File: src/rtl/i2ct_pkg.sv
package i2ct_pkg;

  typedef enum logic [2:0] {
    ST_IDLE,
    ST_ADDR,
    ST_ADDR_ACK,
    ST_RX_BYTE,
    ST_RX_ACK,
    ST_TX_LOAD,
    ST_TX_BYTE,
    ST_TX_ACK
  } eng_state_t;

  localparam logic [2:0] OFS_DATA  = 3'd0;
  localparam logic [2:0] OFS_OWN   = 3'd1;
  localparam logic [2:0] OFS_RAW   = 3'd2;
  localparam logic [2:0] OFS_MASK  = 3'd3;
  localparam logic [2:0] OFS_MSTAT = 3'd4;
  localparam logic [2:0] OFS_STAT  = 3'd5;
  localparam logic [2:0] OFS_THR   = 3'd6;

  localparam int IB_OVF   = 0;
  localparam int IB_RXF   = 2;
  localparam int IB_RDREQ = 5;

  localparam int SB_BUSY = 0;
  localparam int SB_TXE  = 1;
  localparam int SB_RXNE = 3;

endpackage

File: src/rtl/i2ct_sync.sv
module i2ct_sync #(
  parameter logic RST_VAL = 1'b1
) (
  input  logic clk,
  input  logic rst_n,
  input  logic d,
  output logic q
);
  logic meta_q;

  always_ff @(posedge clk or negedge rst_n) begin
    if (!rst_n) begin
      meta_q <= RST_VAL;
      q      <= RST_VAL;
    end else begin
      meta_q <= d;
      q      <= meta_q;
    end
  end
endmodule

File: src/rtl/i2ct_fifo.sv
module i2ct_fifo #(
  parameter int W     = 8,
  parameter int DEPTH = 8
) (
  input  logic           clk,
  input  logic           rst_n,
  input  logic           push,
  input  logic [W-1:0]   wdata,
  input  logic           pop,
  output logic [W-1:0]   rdata,
  output logic [$clog2(DEPTH):0] level,
  output logic           full,
  output logic           empty
);
  localparam int AW = $clog2(DEPTH);
  localparam int LW = AW + 1;

  logic [W-1:0]  mem [DEPTH];
  logic [AW-1:0] wptr_q, wptr_n, rptr_q, rptr_n;
  logic [LW-1:0] cnt_q, cnt_n;
  logic          do_push, do_pop;

  assign full    = (cnt_q == LW'(DEPTH));
  assign empty   = (cnt_q == '0);
  assign level   = cnt_q;
  assign rdata   = mem[rptr_q];
  assign do_push = push && !full;
  assign do_pop  = pop && !empty;

  always_comb begin
    wptr_n = wptr_q;
    rptr_n = rptr_q;
    cnt_n  = cnt_q;
    if (do_push) wptr_n = (wptr_q == AW'(DEPTH - 1)) ? '0 : wptr_q + AW'(1);
    if (do_pop)  rptr_n = (rptr_q == AW'(DEPTH - 1)) ? '0 : rptr_q + AW'(1);
    if (do_push && !do_pop) cnt_n = cnt_q + LW'(1);
    else if (do_pop && !do_push) cnt_n = cnt_q - LW'(1);
  end

  always_ff @(posedge clk or negedge rst_n) begin
    if (!rst_n) begin
      wptr_q <= '0;
      rptr_q <= '0;
      cnt_q  <= '0;
    end else begin
      wptr_q <= wptr_n;
      rptr_q <= rptr_n;
      cnt_q  <= cnt_n;
    end
  end

  always_ff @(posedge clk) begin
    if (do_push) mem[wptr_q] <= wdata;
  end

  // Producers must route a byte for a full FIFO elsewhere (overflow flag)
  assert_push_room_R3: assert property (@(posedge clk) disable iff (!rst_n)
    push |-> !full) else $error("push into full fifo");

  assert_pop_data_R5: assert property (@(posedge clk) disable iff (!rst_n)
    pop |-> !empty) else $error("pop from empty fifo");

  assert_level_up_R2: assert property (@(posedge clk) disable iff (!rst_n)
    (push && !pop) |=> (level == $past(level) + LW'(1))) else $error("level did not grow");
endmodule

File: src/rtl/i2ct_engine.sv
module i2ct_engine
  import i2ct_pkg::*;
#(
  parameter int AW = 7,
  parameter int DW = 8
) (
  input  logic          clk,
  input  logic          rst_n,
  input  logic          scl_s,
  input  logic          sda_s,
  input  logic [AW-1:0] own_addr,
  input  logic          rx_full,
  input  logic          tx_empty,
  input  logic [DW-1:0] tx_data,
  output logic          rx_push,
  output logic [DW-1:0] rx_data,
  output logic          rx_ovf,
  output logic          tx_pop,
  output logic          rd_req,
  output logic          busy,
  output logic          scl_low,
  output logic          sda_low
);
  localparam int CW = $clog2(DW + 1);
  localparam logic [CW-1:0] LAST = CW'(DW);

  eng_state_t    st_q, st_n;
  logic [CW-1:0] cnt_q, cnt_n;
  logic [DW-1:0] sh_q, sh_n;
  logic          rw_q, rw_n, ack_q, ack_n;
  logic          scl_p, sda_p;
  logic          scl_rise, scl_fall, start_c, stop_c;

  assign scl_rise = !scl_p && scl_s;
  assign scl_fall = scl_p && !scl_s;
  assign start_c  = scl_p && scl_s && sda_p && !sda_s;
  assign stop_c   = scl_p && scl_s && !sda_p && sda_s;

  always_comb begin
    st_n  = st_q;
    cnt_n = cnt_q;
    sh_n  = sh_q;
    rw_n  = rw_q;
    ack_n = ack_q;
    if (start_c) begin
      st_n  = ST_ADDR;
      cnt_n = '0;
    end else if (stop_c) begin
      st_n = ST_IDLE;
    end else begin
      unique case (st_q)
        ST_ADDR, ST_RX_BYTE: begin
          if (scl_rise) begin
            sh_n  = {sh_q[DW-2:0], sda_s};
            cnt_n = cnt_q + CW'(1);
          end else if (scl_fall && cnt_q == LAST) begin
            if (st_q == ST_RX_BYTE) begin
              st_n = ST_RX_ACK;
            end else if (sh_q[DW-1:1] == own_addr) begin
              st_n = ST_ADDR_ACK;
              rw_n = sh_q[0];
            end else begin
              st_n = ST_IDLE;
            end
          end
        end
        ST_ADDR_ACK, ST_RX_ACK: begin
          if (scl_fall) begin
            if (st_q == ST_ADDR_ACK && rw_q) begin
              st_n = ST_TX_LOAD;
            end else begin
              st_n  = ST_RX_BYTE;
              cnt_n = '0;
            end
          end
        end
        ST_TX_LOAD: begin
          if (!tx_empty) begin
            sh_n  = tx_data;
            cnt_n = '0;
            st_n  = ST_TX_BYTE;
          end
        end
        ST_TX_BYTE: begin
          if (scl_rise) begin
            cnt_n = cnt_q + CW'(1);
          end else if (scl_fall) begin
            if (cnt_q == LAST) st_n = ST_TX_ACK;
            else sh_n = {sh_q[DW-2:0], 1'b0};
          end
        end
        ST_TX_ACK: begin
          if (scl_rise) ack_n = !sda_s;
          else if (scl_fall) st_n = ack_q ? ST_TX_LOAD : ST_IDLE;
        end
        default: ;
      endcase
    end
  end

  always_ff @(posedge clk or negedge rst_n) begin
    if (!rst_n) begin
      st_q  <= ST_IDLE;
      cnt_q <= '0;
      sh_q  <= '0;
      rw_q  <= 1'b0;
      ack_q <= 1'b0;
      scl_p <= 1'b1;
      sda_p <= 1'b1;
    end else begin
      st_q  <= st_n;
      cnt_q <= cnt_n;
      sh_q  <= sh_n;
      rw_q  <= rw_n;
      ack_q <= ack_n;
      scl_p <= scl_s;
      sda_p <= sda_s;
    end
  end

  logic byte_done;
  assign byte_done = (st_q == ST_RX_BYTE) && scl_fall && (cnt_q == LAST);
  assign rx_push   = byte_done && !rx_full;
  assign rx_ovf    = byte_done && rx_full;
  assign rx_data   = sh_q;
  assign tx_pop    = (st_q == ST_TX_LOAD) && !tx_empty;
  assign rd_req    = (st_n == ST_TX_LOAD) && (st_q != ST_TX_LOAD) && tx_empty;
  assign busy      = (st_q != ST_IDLE);
  assign scl_low   = (st_q == ST_TX_LOAD);
  assign sda_low   = (st_q == ST_ADDR_ACK) || (st_q == ST_RX_ACK) ||
                     ((st_q == ST_TX_BYTE) && !sh_q[DW-1]);

  // SDA may only move while SCL is low, so the block never fakes START/STOP
  assert_sda_steady_R8: assert property (@(posedge clk) disable iff (!rst_n)
    (scl_s && scl_p) |-> $stable(sda_low)) else $error("sda moved while scl high");

  assert_stretch_release_R6: assert property (@(posedge clk) disable iff (!rst_n)
    (scl_low && !tx_empty) |=> !scl_low) else $error("stretch held with data present");

  assert_nack_release_R7: assert property (@(posedge clk) disable iff (!rst_n)
    (st_q == ST_TX_ACK && scl_fall && !ack_q) |=> (!sda_low && !scl_low && !busy))
    else $error("bus not released after nack");
endmodule

File: src/rtl/i2c_target_fifo.sv
module i2c_target_fifo
  import i2ct_pkg::*;
#(
  parameter int DW       = 8,
  parameter int DEPTH    = 8,
  parameter int ADDR_W   = 7,
  parameter logic [6:0] OWN_RST = 7'h2A
) (
  input  logic       clk,
  input  logic       rst_n,
  input  logic       scl_i,
  input  logic       sda_i,
  output logic       scl_drive_low,
  output logic       sda_drive_low,
  input  logic       bus_wr,
  input  logic       bus_rd,
  input  logic [2:0] bus_addr,
  input  logic [7:0] bus_wdata,
  output logic [7:0] bus_rdata,
  output logic       irq
);
  localparam int LW = $clog2(DEPTH) + 1;

  logic rst_core_n, scl_s, sda_s;

  i2ct_sync #(.RST_VAL(1'b0)) u_rst_sync (
    .clk(clk), .rst_n(rst_n), .d(1'b1), .q(rst_core_n));
  i2ct_sync #(.RST_VAL(1'b1)) u_scl_sync (
    .clk(clk), .rst_n(rst_core_n), .d(scl_i), .q(scl_s));
  i2ct_sync #(.RST_VAL(1'b1)) u_sda_sync (
    .clk(clk), .rst_n(rst_core_n), .d(sda_i), .q(sda_s));

  logic [ADDR_W-1:0] own_q, own_n;
  logic [7:0]        mask_q, mask_n;
  logic [LW-1:0]     thr_q, thr_n;
  logic              ovf_q, ovf_n, rq_q, rq_n;

  logic          rx_push, rx_ovf, tx_pop, rd_req, busy;
  logic [DW-1:0] rx_wdata, rx_rdata, tx_rdata;
  logic [LW-1:0] rx_lvl, tx_lvl;
  logic          rx_full, rx_empty, tx_full, tx_empty;
  logic          rx_pop, tx_push;

  assign rx_pop  = bus_rd && (bus_addr == OFS_DATA) && !rx_empty;
  assign tx_push = bus_wr && (bus_addr == OFS_DATA) && !tx_full;

  i2ct_engine #(.AW(ADDR_W), .DW(DW)) u_engine (
    .clk(clk), .rst_n(rst_core_n), .scl_s(scl_s), .sda_s(sda_s),
    .own_addr(own_q), .rx_full(rx_full), .tx_empty(tx_empty), .tx_data(tx_rdata),
    .rx_push(rx_push), .rx_data(rx_wdata), .rx_ovf(rx_ovf), .tx_pop(tx_pop),
    .rd_req(rd_req), .busy(busy), .scl_low(scl_drive_low), .sda_low(sda_drive_low));

  i2ct_fifo #(.W(DW), .DEPTH(DEPTH)) u_rx_fifo (
    .clk(clk), .rst_n(rst_core_n), .push(rx_push), .wdata(rx_wdata), .pop(rx_pop),
    .rdata(rx_rdata), .level(rx_lvl), .full(rx_full), .empty(rx_empty));

  i2ct_fifo #(.W(DW), .DEPTH(DEPTH)) u_tx_fifo (
    .clk(clk), .rst_n(rst_core_n), .push(tx_push), .wdata(bus_wdata), .pop(tx_pop),
    .rdata(tx_rdata), .level(tx_lvl), .full(tx_full), .empty(tx_empty));

  logic       wr_raw;
  logic [7:0] raw, masked, stat;

  assign wr_raw = bus_wr && (bus_addr == OFS_RAW);

  always_comb begin
    own_n  = own_q;
    mask_n = mask_q;
    thr_n  = thr_q;
    if (bus_wr && bus_addr == OFS_OWN)  own_n  = bus_wdata[ADDR_W-1:0];
    if (bus_wr && bus_addr == OFS_MASK) mask_n = bus_wdata;
    if (bus_wr && bus_addr == OFS_THR)  thr_n  = bus_wdata[LW-1:0];
    ovf_n = rx_ovf || (ovf_q && !(wr_raw && bus_wdata[IB_OVF]));
    rq_n  = rd_req || (rq_q && !(wr_raw && bus_wdata[IB_RDREQ]));
  end

  always_ff @(posedge clk or negedge rst_core_n) begin
    if (!rst_core_n) begin
      own_q  <= OWN_RST[ADDR_W-1:0];
      mask_q <= '0;
      thr_q  <= '0;
      ovf_q  <= 1'b0;
      rq_q   <= 1'b0;
    end else begin
      own_q  <= own_n;
      mask_q <= mask_n;
      thr_q  <= thr_n;
      ovf_q  <= ovf_n;
      rq_q   <= rq_n;
    end
  end

  always_comb begin
    raw            = '0;
    raw[IB_OVF]    = ovf_q;
    raw[IB_RXF]    = (rx_lvl > thr_q);
    raw[IB_RDREQ]  = rq_q;
    masked         = raw & mask_q;
    stat           = '0;
    stat[SB_BUSY]  = busy;
    stat[SB_TXE]   = tx_empty;
    stat[SB_RXNE]  = !rx_empty;
    stat[7:4]      = 4'(tx_lvl);
  end

  assign irq = |masked;

  always_comb begin
    unique case (bus_addr)
      OFS_DATA:  bus_rdata = rx_empty ? '0 : 8'(rx_rdata);
      OFS_OWN:   bus_rdata = 8'(own_q);
      OFS_RAW:   bus_rdata = raw;
      OFS_MASK:  bus_rdata = mask_q;
      OFS_MSTAT: bus_rdata = masked;
      OFS_STAT:  bus_rdata = stat;
      OFS_THR:   bus_rdata = 8'(thr_q);
      default:   bus_rdata = '0;
    endcase
  end

  assert_ovf_flag_R3: assert property (@(posedge clk) disable iff (!rst_core_n)
    rx_ovf |=> raw[IB_OVF]) else $error("overflow not recorded");

  assert_rdreq_flag_R6: assert property (@(posedge clk) disable iff (!rst_core_n)
    rd_req |=> raw[IB_RDREQ]) else $error("read request not recorded");

  assert_sticky_R9: assert property (@(posedge clk) disable iff (!rst_core_n)
    (raw[IB_OVF] && !wr_raw) |=> raw[IB_OVF]) else $error("overflow flag lost");
endmodule

File: config.mk
export PLATFORM = sky130hd
export DESIGN_NAME = i2c_target_fifo
export DESIGN_NICKNAME = d
export VERILOG_FILES = /design/src/rtl/i2ct_pkg.sv /design/src/rtl/i2ct_sync.sv /design/src/rtl/i2ct_fifo.sv /design/src/rtl/i2ct_engine.sv /design/src/rtl/i2c_target_fifo.sv
export SDC_FILE = /design/constraint.sdc
export NUM_CORES = 1
export LEC_CHECK = 0
export BUFFER_PORTS_ARGS = -buffer_cell sky130_fd_sc_hd__buf_2
export CAP_MARGIN = 20
export CORE_ASPECT_RATIO = 0.9
export CORE_UTILIZATION = 44
export CTS_CLUSTER_SIZE = 24
export DETAILED_ROUTE_END_ITERATION = 8
export PLACE_DENSITY = 0.66
export SLEW_MARGIN = 10
export SYNTH_ARGS = -nofsm -noshare
export SYNTH_HDL_FRONTEND = slang
export SYNTH_SLANG_ARGS = --single-unit
File: constraint.sdc
create_clock -name clk -period 6.35 [get_ports clk]
set_input_delay 1.27 -clock clk [delete_from_list [all_inputs] [get_ports clk]]
set_output_delay 1.27 -clock clk [all_outputs]
set_load 0.01 [all_outputs]
# After elaboration in Yosys (flattened, before gate mapping)
# Memories as Yosys holds them, arrays and structs flattened.
# Index checks and enable logic that the tools add are counted.
[word_totals]
ff_bits = 66
ram_bits = 128
inputBits = 17
wordCells = 189
mem_count = 2
[mem_list]
columns = ["name", "depth", "width", "read_ports", "rd_clocked_by_memory_dff", "write_ports", "line_no", "source"]
rows = [
  ["u_rx_fifo.mem", 8, 8, 1, 0, 1, "i2ct_fifo.sv:18", "logic [W-1:0] mem [DEPTH];"],
  ["u_tx_fifo.mem", 8, 8, 1, 0, 1, "i2ct_fifo.sv:18", ""],
]
[classes]
add_sub_neg = 9
order_cmp = 1
eq_ne = 33
n_mux = 43
n_bitwise = 5
reduce_logical = 72
[op_table]
columns = ["cell", "n"]
rows = [
  ["8-bit one-hot mux with 7 select lines", 1],
  ["3-bit 2-to-1 mux", 18],
  ["8-bit 2-to-1 mux", 6],
  ["4-bit 2-to-1 mux", 10],
  ["1-bit logical AND", 37],
  ["3-bit == test, second input constant", 12],
  ["8-bit one-hot mux with 3 select lines", 1],
  ["1-bit logical NOT", 15],
  ["3-bit one-hot mux with 5 select lines", 1],
  ["3-bit by 1-bit adder with 3-bit output, second input constant", 4],
  ["4-bit by 1-bit adder with 4-bit output, second input constant", 3],
  ["3-bit by 2-bit == test with 1-bit output, second input constant", 4],
  ["4-bit == test, second input constant", 3],
  ["4-bit one-hot mux with 3 select lines", 1],
  ["6-bit by 8-bit bitwise AND with 8-bit output", 1],
  ["4-bit logical NOT", 2],
  ["8-bit AND reduction", 1],
  ["8-bit OR reduction", 1],
  ["4-bit by 1-bit subtractor with 4-bit output, second input constant", 2],
  ["7-bit == test", 1],
  ["7-bit AND reduction", 1],
  ["3-bit by 1-bit == test with 1-bit output, second input constant", 2],
  ["2-bit by 1-bit != test with 1-bit output, second input constant", 3],
  ["2-bit != test, second input constant", 3],
  ["16 further kinds", 30],
]

# Longest topological paths before layout
# Gate-level depths: netlist of run 1.
[depth]
ltp_word = 12
mapped_depth = 13

# By module
# A second synthesis of run 1 with hierarchy kept.
[hier_totals]
cells_unflattened = 596
hier_area_um2 = 9196.3
[modules_own_cells]
columns = ["module", "n_inst", "cells_per_inst", "area_per_inst_um2"]
rows = [
  ["i2ct_fifo", 2, 157, 3133.0],
  ["i2ct_engine", 1, 155, 1423.9],
  ["i2c_target_fifo", 1, 121, 1351.3],
  ["i2ct_sync at u_scl_sync ...", 2, 2, 52.6],
  ["i2ct_sync at u_rst_sync", 1, 2, 50.0],
]

# Worst setup path after synthesis of run 1
# Ideal clock, no wire load.
[synth_timing]
kind = "input to output"
start = "in bus_addr[1]"
end = "out bus_rdata[3]"
arrival_time_ns = 2.322
required_ns = 5.080
setup_slack_ns = 2.758
stages = 5
path_buffers = 2
cell_sequence = "buf_2 -> buf_1 -> mux2i_1 -> nor2_1 -> a221o_1"
[synth_between]
elab_chain_cells = 2
elab_cells_between_ends = 8
classes_between = "eq/ne (6); mux (1); reduce/logical (1)"
[synth_rtl]
columns = ["item", "line_no", "source"]
rows = [
  ["from (decl)", "i2c_target_fifo.sv:17", "input logic [2:0] bus_addr,"],
  ["3-bit == test (tied with other cells)", "i2c_target_fifo.sv:109", "unique case (bus_addr)"],
  ["8-bit one-hot mux with 7 select lines *", "i2c_target_fifo.sv:109", ""],
  ["to (decl)", "i2c_target_fifo.sv:19", "output logic [7:0] bus_rdata,"],
]
# Mark *: on every way between the ends. The rest lies on a longest branch, timed or not.

# Worst setup path in the final report of run 1
[layout_timing]
start = "in bus_addr[1]"
end = "out bus_rdata[5]"
# Same word-level chain as after synthesis.

==> results.txt, run 1 <==
The flow ran to the end, and the final reports show no timing, DRC or antenna violations. The number of global-route vias before repair is 5185. The worst relative slew slack is 38.6%.

The routed length per placed instance is 20.2 µm. The total via count after detailed routing came out at 5069. The count of yosys warnings during synthesis is 0. The clock net in this run drives a total of 194 sinks. The worst setup skew after layout came out at 0.0145 ns. The area share of fa/ha/maj cells after synthesis is under 10%. The die covers 20400 µm². The post-synthesis compound-gate area fraction is 6.83%. The later pin in the worst-skew pair is clocked with a latency of 0.43 ns.

The final antenna-violating net count is 0. The share of the yosys chip area belonging to registers is 63.0%. Of the total synthesized cell area, the portion taken by AND, OR, NAND and NOR gates is 8.07%. Across every metal layer, demand over resource in global routing totals 19.0%. The final weighted congestion in routability-driven placement is 0.869. The synthesized netlist contains 65 unique library cells.

In this run, synthesis produced a sequential element count of 194. The synthesized area divided by synthesized cell count is 14.7 µm². The post-cts gate resize count is 0.

The worst vdd rail ir drop is 0.163 mV. The global-route wire length before repair is ~29000 µm. The worst setup path is captured at an output pin. The die boundary width is approximately 150 µm. Multiplexer cells account for 15.3% of the synthesized area.

The routed metal-1 wirelength is 8020 µm. Derived from the worst setup path, the maximum achievable clock frequency is 0.254 GHz. The number of buffers between clock root and the deepest sink is 2.

The total power per unit cell area came out at 329 nW/µm². At the pin with the least slew margin, the transition time is 0.918 ns. The number of max-slew violations in the final report was 0. The number of top-level pins came out at 28.

The dominant synthesized flop cell is edfxtp_1. The net count of the mapped netlist is 632. The analysis attributes to cell leakage a power of 0.00349 µW. Setup repair after global routing left no endpoint under its margin.

The layout overhead on the synthesized area came out at 12.4%. The length of the first detailed-routing pass in iterations came out at 4. Of all nets on the critical path, the largest fanout is 19. The netlist area before placement is 8740 µm².

Summing the areas of all xor and xnor instances in the mapped netlist gives between 1.5 and 2% of the synthesized area. The die height came out at 136 µm. The register-to-register setup slack is 2.78 ns. The deepest level of the CTS H-tree came out at 4. The number of enable flip-flop cells after synthesis is 128. After synthesis, the largest family of logic cells by area is multiplexers. After the last flow step, the layout net total stands at 665. The highest layer touched by signal routing is met4. The aggregate negative setup slack is 0 ns.

The maximum number of pins on one net before global-route repair came out at 54. The wire-length estimate of the detail-placed layout is 12400 µm. The CTS clock-pin slew for the worst setup and hold paths came out at 0.07 ns. On the final layout, the worst hold slack is 0.122 ns. TritonCTS built the clock tree. The number of antenna diodes in the final layout is 0. The core area came out at ~19000 µm². The detailed-route vias per instance is 5.70. The max-capacitance violation count is 0. The proportion of register bits with asynchronous set or reset after synthesis came out at 34.0%.

Cells with a size suffix above 1 make up 24.3% of the layout. In this run, the number of DRC markers left after iteration 0 of detailed routing was 323. The total of endpoints with negative setup slack in the final report came out at 0. The total DRC errors in the routed layout is 0. The routed design uses 9000 µm of met2 wire. Dividing the final minimum period by the clock period gives 61.9%. The clock buffer count from CTS is 17.

The final count of hold timing violations is 0. Data on the critical path is required at its endpoint by between 5 and 6 ns. The total length of routed met3 wires is 692 µm. Counting I/O delays and the setup requirement, the final critical path takes 3.93 ns. The number of antenna violations at the first check in global routing is 0. The worst setup path is of the in2out kind. The sum of overflow across all layers after global routing is 0. The count of port buffers added during placement came out at 27.

The number of setup buffers added after CTS came out at 0. The initial cell density of the core came out at between 40% and 50%. The worst min-delay path category is reg2async.

The cell count after synthesis came out at between 500 and 600. The worst endpoint data arrival time came out at 2.66 ns. CTS placed an instance of clkbuf_16 at the clock tree root. Row generation in the floorplan step produced 48 rows. The count of hold-fix buffers inserted at cts came out at 0. STA classifies the critical path startpoint as an input port. Summed over all layers, the routed wires come to 17900 µm.
==> final timing paths <==
kind,start,to,depth (start not counted)
min in group clk,u_rst_sync.meta_q,u_rst_sync.q,0
max in group asynchronous,u_rst_sync.q,u_rx_fifo.rptr_q[2],1
min reg2reg,u_rst_sync.q,u_engine.cnt_q[0],0
min,u_rst_sync.q,u_engine.cnt_q[0],0
max reg2reg,u_engine.st_q[0],u_tx_fifo.level[3],12
max,bus_addr[1],bus_rdata[5],7
==> power by group <==
group / internal (µW) / switching [µW] / leakage [µW] / total [µW]
Combinational: 268 / 239 / 0.00126 / 507
Clock: 683 / 457 / 0.000301 / 1140
Sequential: 1440 / 149 / 0.00193 / 1590
Total: 2390 / 844 / 0.00349 / 3230
==> per-stage QoR <==
stage	instances	power [µW]	area, µm²	setup WS [ns]	utilization, %
2_1_floorplan	593	1950	8740	2.76	-
3_3_place_gp	855	2090	9160	2.50	47.4
3_5_place_dp	855	2120	9160	2.45	47.4
4_1_cts	887	3260	9790	2.41	50.6
5_1_grt	889	3380	9830	2.27	50.8
6_report	889	3230	9830	2.42	50.8
==> layout by cell type, fill, tap and decap left out, drive strengths merged, types with 12 or more instances in the layout <==
cell / instances
clkbuf: 20
xnor2: 14
mux4: 32
o21ai: 32
buf: 39
mux2: 35
inv: 18
edfxtp: 128
dfrtp: 57
nor2: 33
a21oi: 23
nand2: 41
ha: 20
nor3: 12
mux2i: 22
==> worst max-delay path, stage by stage <==
cell     delay, ns
buf_2         0.32
nor2b_1       0.41
a21oi_1       0.07
nor3b_1       0.21
a21oi_1       0.08
o21ai_0       0.11
buf_2         0.17
==> synth_stat cells, drive strengths merged, types with 9 or more instances <==
library cell  count  area share (%)
nand2b            9            0.64
nand2            41             1.8
mux2i            22             2.5
dfstp             9             2.7
buf              13            0.73
edfxtp          128              44
nand3             9            0.52
nor2b             9            0.64
nor3             12            0.69
inv              15            0.64
mux4             32             8.2
mux2             35             4.5
o21ai            32             1.8
dfrtp            57              16
nor2             33             1.4
ha               20             2.9
a21oi            23             1.3
clkbuf           12            0.52
xnor2            14             1.4
==> cell type report <==
cell class                 count  area [µm²]
fill                        1618        9510
sequential                   194        5510
multi-input combinational    359        3070
clock buffer                  20         457
tap                          250         313
timing repair buffer          39         245
clock inverter                12         178
inverter                      15        56.3
==> cells by family after synthesis <==
logic type / count (synthesis)
DFF: 194
muxes: 89
other: 1
and+or+nand+nor: 140
buffers and inverters: 40
xor gates and xnor gates: 16
AOI/OAI and AO/OA: 91
adders and majority gates: 22
==> state kept, by name (all words and copies together) (netlist names), 3 cells and up <==
register and cells:
own_q 7, mask_q 8, u_tx_fifo.rptr_q 3, u_rx_fifo.rptr_q 3, u_rx_fifo.level 4, u_engine.cnt_q 4
u_rx_fifo.wptr_q 3, thr_q 4, u_tx_fifo.wptr_q 3, u_rx_fifo.mem 64, u_tx_fifo.level 4, u_engine.st_q 3
u_engine.rx_data 8, u_tx_fifo.mem 64
==> routing by layer <==
layer | track usage, % | vias up
met5 | 0 | -
met4 | 5.50 | 0
met3 | 4.85 | 22
met2 | 30.7 | 101
met1 | 25.3 | 2609
li1 | - | 2337
(Power assumes the default switching activity.)
==> inputs of run 2 (changes only) <==
--- a/config.mk
+++ b/config.mk
@@ -11,7 +11,7 @@
 export CORE_UTILIZATION = 44
 export CTS_CLUSTER_SIZE = 24
 export DETAILED_ROUTE_END_ITERATION = 8
-export PLACE_DENSITY = 0.66
+export PLACE_DENSITY = 0.68
 export SLEW_MARGIN = 10
 export SYNTH_ARGS = -nofsm -noshare
 export SYNTH_HDL_FRONTEND = slang
==> constraint.sdc (replaced) <==
create_clock -name clk -period 3.4 [get_ports clk]
set_input_delay 0.68 -clock clk [delete_from_list [all_inputs] [get_ports clk]]
set_output_delay 0.68 -clock clk [all_outputs]
set_load 0.01 [all_outputs]
==> run 2 against run 1 <==
  * Combinational power up 93%
  * Setup slack got worse by 2.2 ns
  * Sequential cell count unchanged
  * Critical endpoint is now bus_rdata[0]
  * Die area unchanged
  * Count of clock-buffer cells in the layout shrank 2
==> results.txt, run 2 (synthesized netlist as in run 1, its figures left out) <==
The largest registers in the layout are u_rx_fifo.mem: 64 flops, u_tx_fifo.mem: 64 flops. The first routing iteration left 363 violations. In the layout the commonest cells are edfxtp_1 (128), dfrtp_1 (56), nand2_1 (41). The layout overhead on the synthesized area is 12.6%.

The critical path starts at u_engine.st_q[0]. The global-route usage over all layers came out at a little under 20%. The run finished with clean final reports. The number of setup buffers added after CTS is 0. For this run, design rule violations remaining after detail routing come to 0. The number of standard cells in the layout, taps in and fillers out came out at 904. The final antenna-violating net count is 0. VDD sags by at most 0.367 mV.

In this run the critical register-to-register path is launched from u_engine.cnt_q[0]. The area of combinational cells with multiple inputs came out at 3070 µm². The number of global-route vias before repair is 5071.

The finished cells cover 9840 µm². The shortest period the worst path allows came out at 3.16 ns. The post-detailed-placement cell area came out at between 9000 and 10000 µm². The deepest level of the CTS H-tree is 4. Once placement completed, the tool counted placed cells totaling ~870.

The clock buffer count from CTS came out at 17. The HPWL reported at the end of detailed placement is ~13000 µm. The transition at the pin with the smallest max-transition slack came out at 0.846 ns.

The count of hold-fix buffers inserted at cts came out at 0. The final core area utilization came out at 50.9%. Across the whole layout, storage elements account for 5510 µm². The core area came out at roughly 19000 µm². The number of antenna violations at the first check in global routing came out at 0. The highest achievable clock rate came out at approximately 0.32 GHz. Setup repair after global routing left no endpoint under its margin. During I/O placement, the number of pins put on the boundary was 28. The die outline area is 20400 µm².

The largest fanout on the critical path is 12. Setup total negative slack on the finished layout was measured at 0 ns. The total via count after detailed routing came out at 5108. STA classifies the critical path endpoint as an output pin. Summed over all layers, the global routing overflow is 0. The total power per unit cell area came out at 591 nW/µm². The die is 151 µm wide. The global-route wire length before repair is around 29000 µm. The clock passes through at most 2 buffers.

The final count of hold timing violations is 0. The post-route netlist has 25.7% of its cells at a drive strength greater than 1. The maximum number of pins on one net before global-route repair is 26.

The CTS clock-pin slew for the worst setup and hold paths is 0.07 ns. The number of max-slew violations in the final report is 0. After the last flow step, the layout net total stands at 680. Clock tree synthesis found a total of roughly 190 sinks. The total detailed-routing wirelength came out at around 18000 µm. The kind of critical path is reg2out.

The sort of element at the start of the critical path is a register. The filler cell count is 1616. On the final layout, the worst clock skew is 0.0136 ns. The clock reaches the later pin of the worst-skew pair after 0.43 ns. The worst min-delay path category is in2async.

The final weighted congestion in routability-driven placement is between 0.8 and 0.9. The count of port buffers added during placement is 27. The tree is rooted in a clkbuf_16. The design draws between 5000 and 6000 µW. The routed length per placed instance is 20.2 µm. The worst endpoint data arrival time is 2.48 ns. The max-capacitance violation count is 0. The total of endpoints with negative setup slack in the final report came out at 0. The antenna diode instance count came out at 0.

Measured against its own limit, the worst slew margin works out to a little over two fifths. The leakage power of the design came out at 0.00352 µW. The library cell used most frequently in the layout, excluding fill and tap cells, is edfxtp_1. The length of the first detailed-routing pass in iterations came out at 5. The die height came out at 136 µm. The detailed-route vias per instance is around 5.7. At the worst endpoint, the required time is approximately 2.7 ns. TritonCTS built the clock tree. The post-route clock period utilization is 93.1%.

Once the floorplan was initialized, standard cells occupied a little under half of the core. The number of cell rows came out at 48. The post-cts gate resize count came out at 0.
==> run 2: changes by cell type in the layout (fill, tap and decap cells not counted), moves of 2 or more <==
cell       delta
clkinv_1      +2
bufinv_16     -3
inv_6         +2
buf_4        +16
clkbuf_8      -2
==> run 2: worst paths after layout <==
kind                                        to  slack [ns]  depth (start not counted)
min in group clk             u_scl_sync.meta_q        0.35                          1
min                          u_rst_sync.meta_q        0.02                          1
max reg2reg                 u_rx_fifo.level[3]        0.57                         14
max                               bus_rdata[0]        0.24                          7
min reg2reg                u_tx_fifo.rptr_q[2]        0.22                          0
max in group asynchronous             own_q[3]        2.42                          1
==> run 2: where the power goes <==
group / internal (µW) / total, µW / leakage (µW) / switching, µW
clock: 1020 / 1900 / 0.000263 / 882
sequential: 2690 / 2930 / 0.00193 / 249
combinational: 517 / 978 / 0.00133 / 461
total: 4220 / 5810 / 0.00352 / 1590
==> run 2: area by class of cell <==
class / instances / share of cell area, %
Inverter: 15 / 0.572
Sequential cell: 194 / 56.0
Clock buffer: 18 / 4.36
Multi-Input combinational cell: 359 / 31.2
Tap cell: 250 / 3.18
Clock inverter: 14 / 1.30
Timing Repair Buffer: 54 / 3.43
==> run 2: metal layers <==
| layer | wire length (µm) | global-route usage, % | vias to the layer above |
|---|---|---|---|
| li1 | - | - | 2361 |
| met1 | 8400 | 26.2 | 2611 |
| met2 | 8960 | 30.8 | 122 |
| met3 | 730 | 3.97 | 14 |
| met4 | 208 | 6.22 | 0 |
| met5 | 0 | 0 | - |
==> run 2: worst max-delay path, stage by stage, from the launching register on <==
cell,delay [ns]
dfrtp_1,0.51
buf_4,0.24
nor3_1,0.38
mux2_2,0.23
o21ai_0,0.07
a21oi_1,0.28
o21ai_0,0.18
buf_2,0.17
==> run 2: through the flow <==
stage	worst slack, ns	hold slack, ns
global route	0.143	0.000730
finish	0.236	0.0213
detailed placement	0.480	0.232
global placement	0.607	0.235
CTS	0.279	0.000817
floorplan	0.554	0.331
==> inputs of run 3 (changes only) <==
--- a/config.mk
+++ b/config.mk
@@ -5,6 +5,7 @@
 export SDC_FILE = /design/constraint.sdc
 export NUM_CORES = 1
 export LEC_CHECK = 0
+export ABC_CLOCK_PERIOD_IN_PS = 3400
 export BUFFER_PORTS_ARGS = -buffer_cell sky130_fd_sc_hd__buf_2
 export CAP_MARGIN = 20
 export CORE_ASPECT_RATIO = 0.9
@@ -15,4 +16,5 @@
 export SLEW_MARGIN = 10
 export SYNTH_ARGS = -nofsm -noshare
 export SYNTH_HDL_FRONTEND = slang
+export SYNTH_HIERARCHICAL = 1
 export SYNTH_SLANG_ARGS = --single-unit
==> run 3 against run 2 <==
  * Fmax fell by 3.3%
  * Sequential share of layout area fell by 3.0 points
  * Total power rose by 11%
  * Cell count rose by 2.1%
  * Core utilization rose by 0.51 points
  * Clock power rose by 7%
  * Critical endpoint is now bus_rdata[1]
==> results.txt, run 3 <==
The run finished with clean final reports. The global-route usage over all layers is between 10% and 20%. The kind of critical path is reg2out. The total detailed-routing wirelength is 18700 µm.

The layout overhead on the synthesized area came out at 13.1%. Measured in cells, the most critical reg-to-reg path has a length of 13. The worst vdd rail ir drop came out at 0.363 mV.

The detailed route wirelength on metal2 is ~9000 µm. The die boundary width came out at 154 µm. The worst setup path is launched from a register. The final weighted congestion in routability-driven placement is 0.850. Traced cell by cell, the critical path runs through buf_4 -> mux4_2 -> mux2_2 -> a22oi_1 -> o21ai_0 -> a21boi_0 -> buf_2. The slowest stage of the critical path belongs to the cell dfrtp_2. The path class of the tightest hold or removal check is reg2async. The synthesized flop and latch total came out at ~190.

Setup repair after global routing could not meet its margin everywhere. The post-route clock period utilization is roughly 96%. The number of max-slew violations in the final report came out at 0. After layout, the design draws a total of roughly 6500 µW. The total DRC errors in the routed layout is 0. The number of buffers between clock root and the deepest sink came out at 2. STA classifies the critical path endpoint as an output pin. The proportion of register bits with asynchronous set or reset after synthesis came out at approximately a third. The unique cell type count in the Yosys netlist is 83. For the worst setup path, the data arrival time is 2.59 ns. At the placement stage, the worst setup path has a slack of 0.0314 ns. The number of setup buffers added after CTS came out at 0. Among all flip-flop cells after synthesis, the most frequent one is edfxtp_1. In the synthesized netlist, the cells that appear most often are edfxtp_1 (128), dfrtp_1 (57), mux2_2 (42). In this run, synthesis inferred 128 flip-flops with an integrated enable. CTS built an H-tree with a depth of 4. In the post-synthesis netlist, the biggest area contributors are edfxtp_1 (42%), dfrtp_1 (16%), mux4_2 (5.4%). The CTS tree is done. The count of port buffers added during placement came out at 27.

The detailed router's first-iteration violation count is 347. The synthesized area divided by synthesized cell count is between 15 and 20 µm². The worst setup skew after layout came out at 0.0136 ns. The CTS clock-pin slew for the worst setup and hold paths came out at 0.08 ns. The most numerous cell in the Yosys netlist is edfxtp_1. The clock buffer count from CTS is 17. The tree is rooted in a clkbuf_16. The highest achievable clock rate came out at 0.306 GHz. The net count of the finished layout is 694. The buffer and inverter count on the worst path is 2. The number of top-level pins is 28. The leakage power of the design came out at 0.00387 µW. The total of endpoints with negative setup slack in the final report came out at 0. The share of the yosys chip area belonging to registers came out at 59.9%. The cell count after synthesis is ~600. In the layout the commonest cells are edfxtp_1 (128), dfrtp_1 (54), mux2_2 (42). The number of cell rows is 49.

The total area inside the core boundary comes to 20200 µm². The total via count after detailed routing came out at 5245. The worst path needs 3.27 ns of the cycle, external delays included. Power spread over the standard cell area amounts to 620 nW/µm². At the worst endpoint, the required time is between 2 and 3 ns. The total length of routed met3 wires is 584 µm. The routed length per placed instance is 20.2 µm. In the routed layout, each cell is associated on average with a via count of 5.68. After detailed routing, the wire length on met1 is 8820 µm. The die height came out at 139 µm. The count of yosys warnings during synthesis came out at 6. The uppermost signal routing layer after detailed routing is met5.

The number of cells on the critical path is 7. After global routing the overflow that remains totals 0. The library cell used most frequently in the layout, excluding fill and tap cells, is edfxtp_1. The largest registers in the layout are u_rx_fifo/mem: 64 flops, u_tx_fifo/mem: 64 flops. At the pin with the least slew margin, the transition time is 0.739 ns. The first detailed-routing pass ran for 4 iterations.

Counting every net in the synthesized netlist gives 635. The antenna diode instance count is 0. After routing, the total negative slack on setup checks comes to 0 ns. The largest fanout on the critical path came out at 9. Max-cap violations in this run came to 0. The largest total area in the synthesized netlist belongs to edfxtp_1. For this configuration, the core starts out at a cell density of about 45%. The ratio of cells with drive above 1 in the final layout is 31.0%. The global-route wire length before repair is a little under 30000 µm. The number of antenna violations at the first check in global routing came out at 1. The final antenna-violating net count came out at 0. The die covers between 20000 and 25000 µm². The clock latency on the worst-skew pair came out at 0.44 ns. The final count of hold timing violations came out at 0. The top cell family by delay on the critical path is multiplexers.

The synthesized netlist occupies a cell area of 9200 µm². The maximum number of pins on one net before global-route repair came out at 29. The number of global-route vias before repair is ~5300. The delay of the slowest cell on the worst path is 0.55 ns.

The worst relative slew slack is 50.7%. The HPWL reported at the end of detailed placement is around 13000 µm. The worst setup slack after layout came out at 0.130 ns. The total number of clock tree sinks came out at 194. The synthesized design devotes to its leading area cell type 41.8% of total area.
run 3: cell types whose count changed after synthesis, moves of 7 or more:
cell	change
nand2_1	-23
o21ai_0	-14
mux2_2	+10
mux4_1	+10
mux4_2	-10
a22o_1	+7
run 3: power breakdown:
group	internal [µW]	leakage [µW]	total, µW	switching (µW)
sequential	2770	0.00196	3130	361
combinational	679	0.00160	1280	598
clock	1020	0.000302	2040	1030
run 3: worst paths after layout:
kind                                       end           startpoint  slack [ns]
max                               bus_rdata[1]  u_rx_fifo/rptr_q[0]        0.13
min reg2reg                u_tx_fifo/wptr_q[0]         u_rst_sync/q        0.19
max reg2reg                 u_rx_fifo/level[3]    u_engine/cnt_q[0]        0.17
min in group clk             u_scl_sync/meta_q                scl_i        0.34
min                        u_tx_fifo/wptr_q[0]         u_rst_sync/q        0.19
max in group asynchronous             own_q[3]         u_rst_sync/q        2.46
run 3: per-layer routing:
layer  GRT usage, %  vias up
li1               -     2462
met1           25.2     2667
met2           29.3       90
met3           3.75       24
met4           6.04        2
met5              0        -
run 3: logic make-up (layout without fill, tap and decap cells):
logic type	after synthesis	after routing	share of synthesized area, %
flip-flops	194	194	59.9
AND/OR/NAND/NOR	139	139	9.43
multiplexers	97	97	16.2
AO/OA/AOI/OAI	89	89	7.31
buffers and inverters	40	112	2.63
adder cells (fa/ha/maj)	22	22	3.16
XOR/XNOR	14	14	1.33
other	1	1	0.0408
run 3: what timing repair did:
item                                    CTS  global route
endpoints found under the setup margin    5             2
hold buffers                              1             0
pin swaps                                 0             0
hold endpoints to repair                  2             0
resized for setup                         1             3
run 3: layout make-up:
class / count / area, µm²
multi-input combinational: 362 / 3460
fill: 1677 / 9830
tap: 255 / 319
timing repair buffer: 66 / 430
clock inverter: 15 / 204
inverter: 14 / 52.6
clock buffer: 17 / 425
sequential: 194 / 5510
run 3: worst register-to-register path, stage by stage (launching register included):
cell,delay (ns)
dfrtp_1,0.40
inv_1,0.10
ha_1,0.20
and3b_4,0.25
nand3_1,0.20
nor3_4,0.26
nand2_4,0.13
inv_1,0.08
ha_1,0.25
inv_1,0.13
ha_1,0.36
or4_1,0.54
o211ai_1,0.12
o211ai_1,0.10
run 3: metrics by stage:
stage / area, µm² / utilization [%] / hold slack (ns) / cells
2_1_floorplan: 9200 / - / 0.331 / 596
3_3_place_gp: 9750 / 48.2 / 0.196 / 890
3_5_place_dp: 9750 / 48.2 / 0.204 / 890
4_1_cts: 10400 / 51.3 / 0.209 / 923
5_1_grt: 10400 / 51.4 / 0.232 / 923
6_report: 10400 / 51.4 / 0.191 / 923
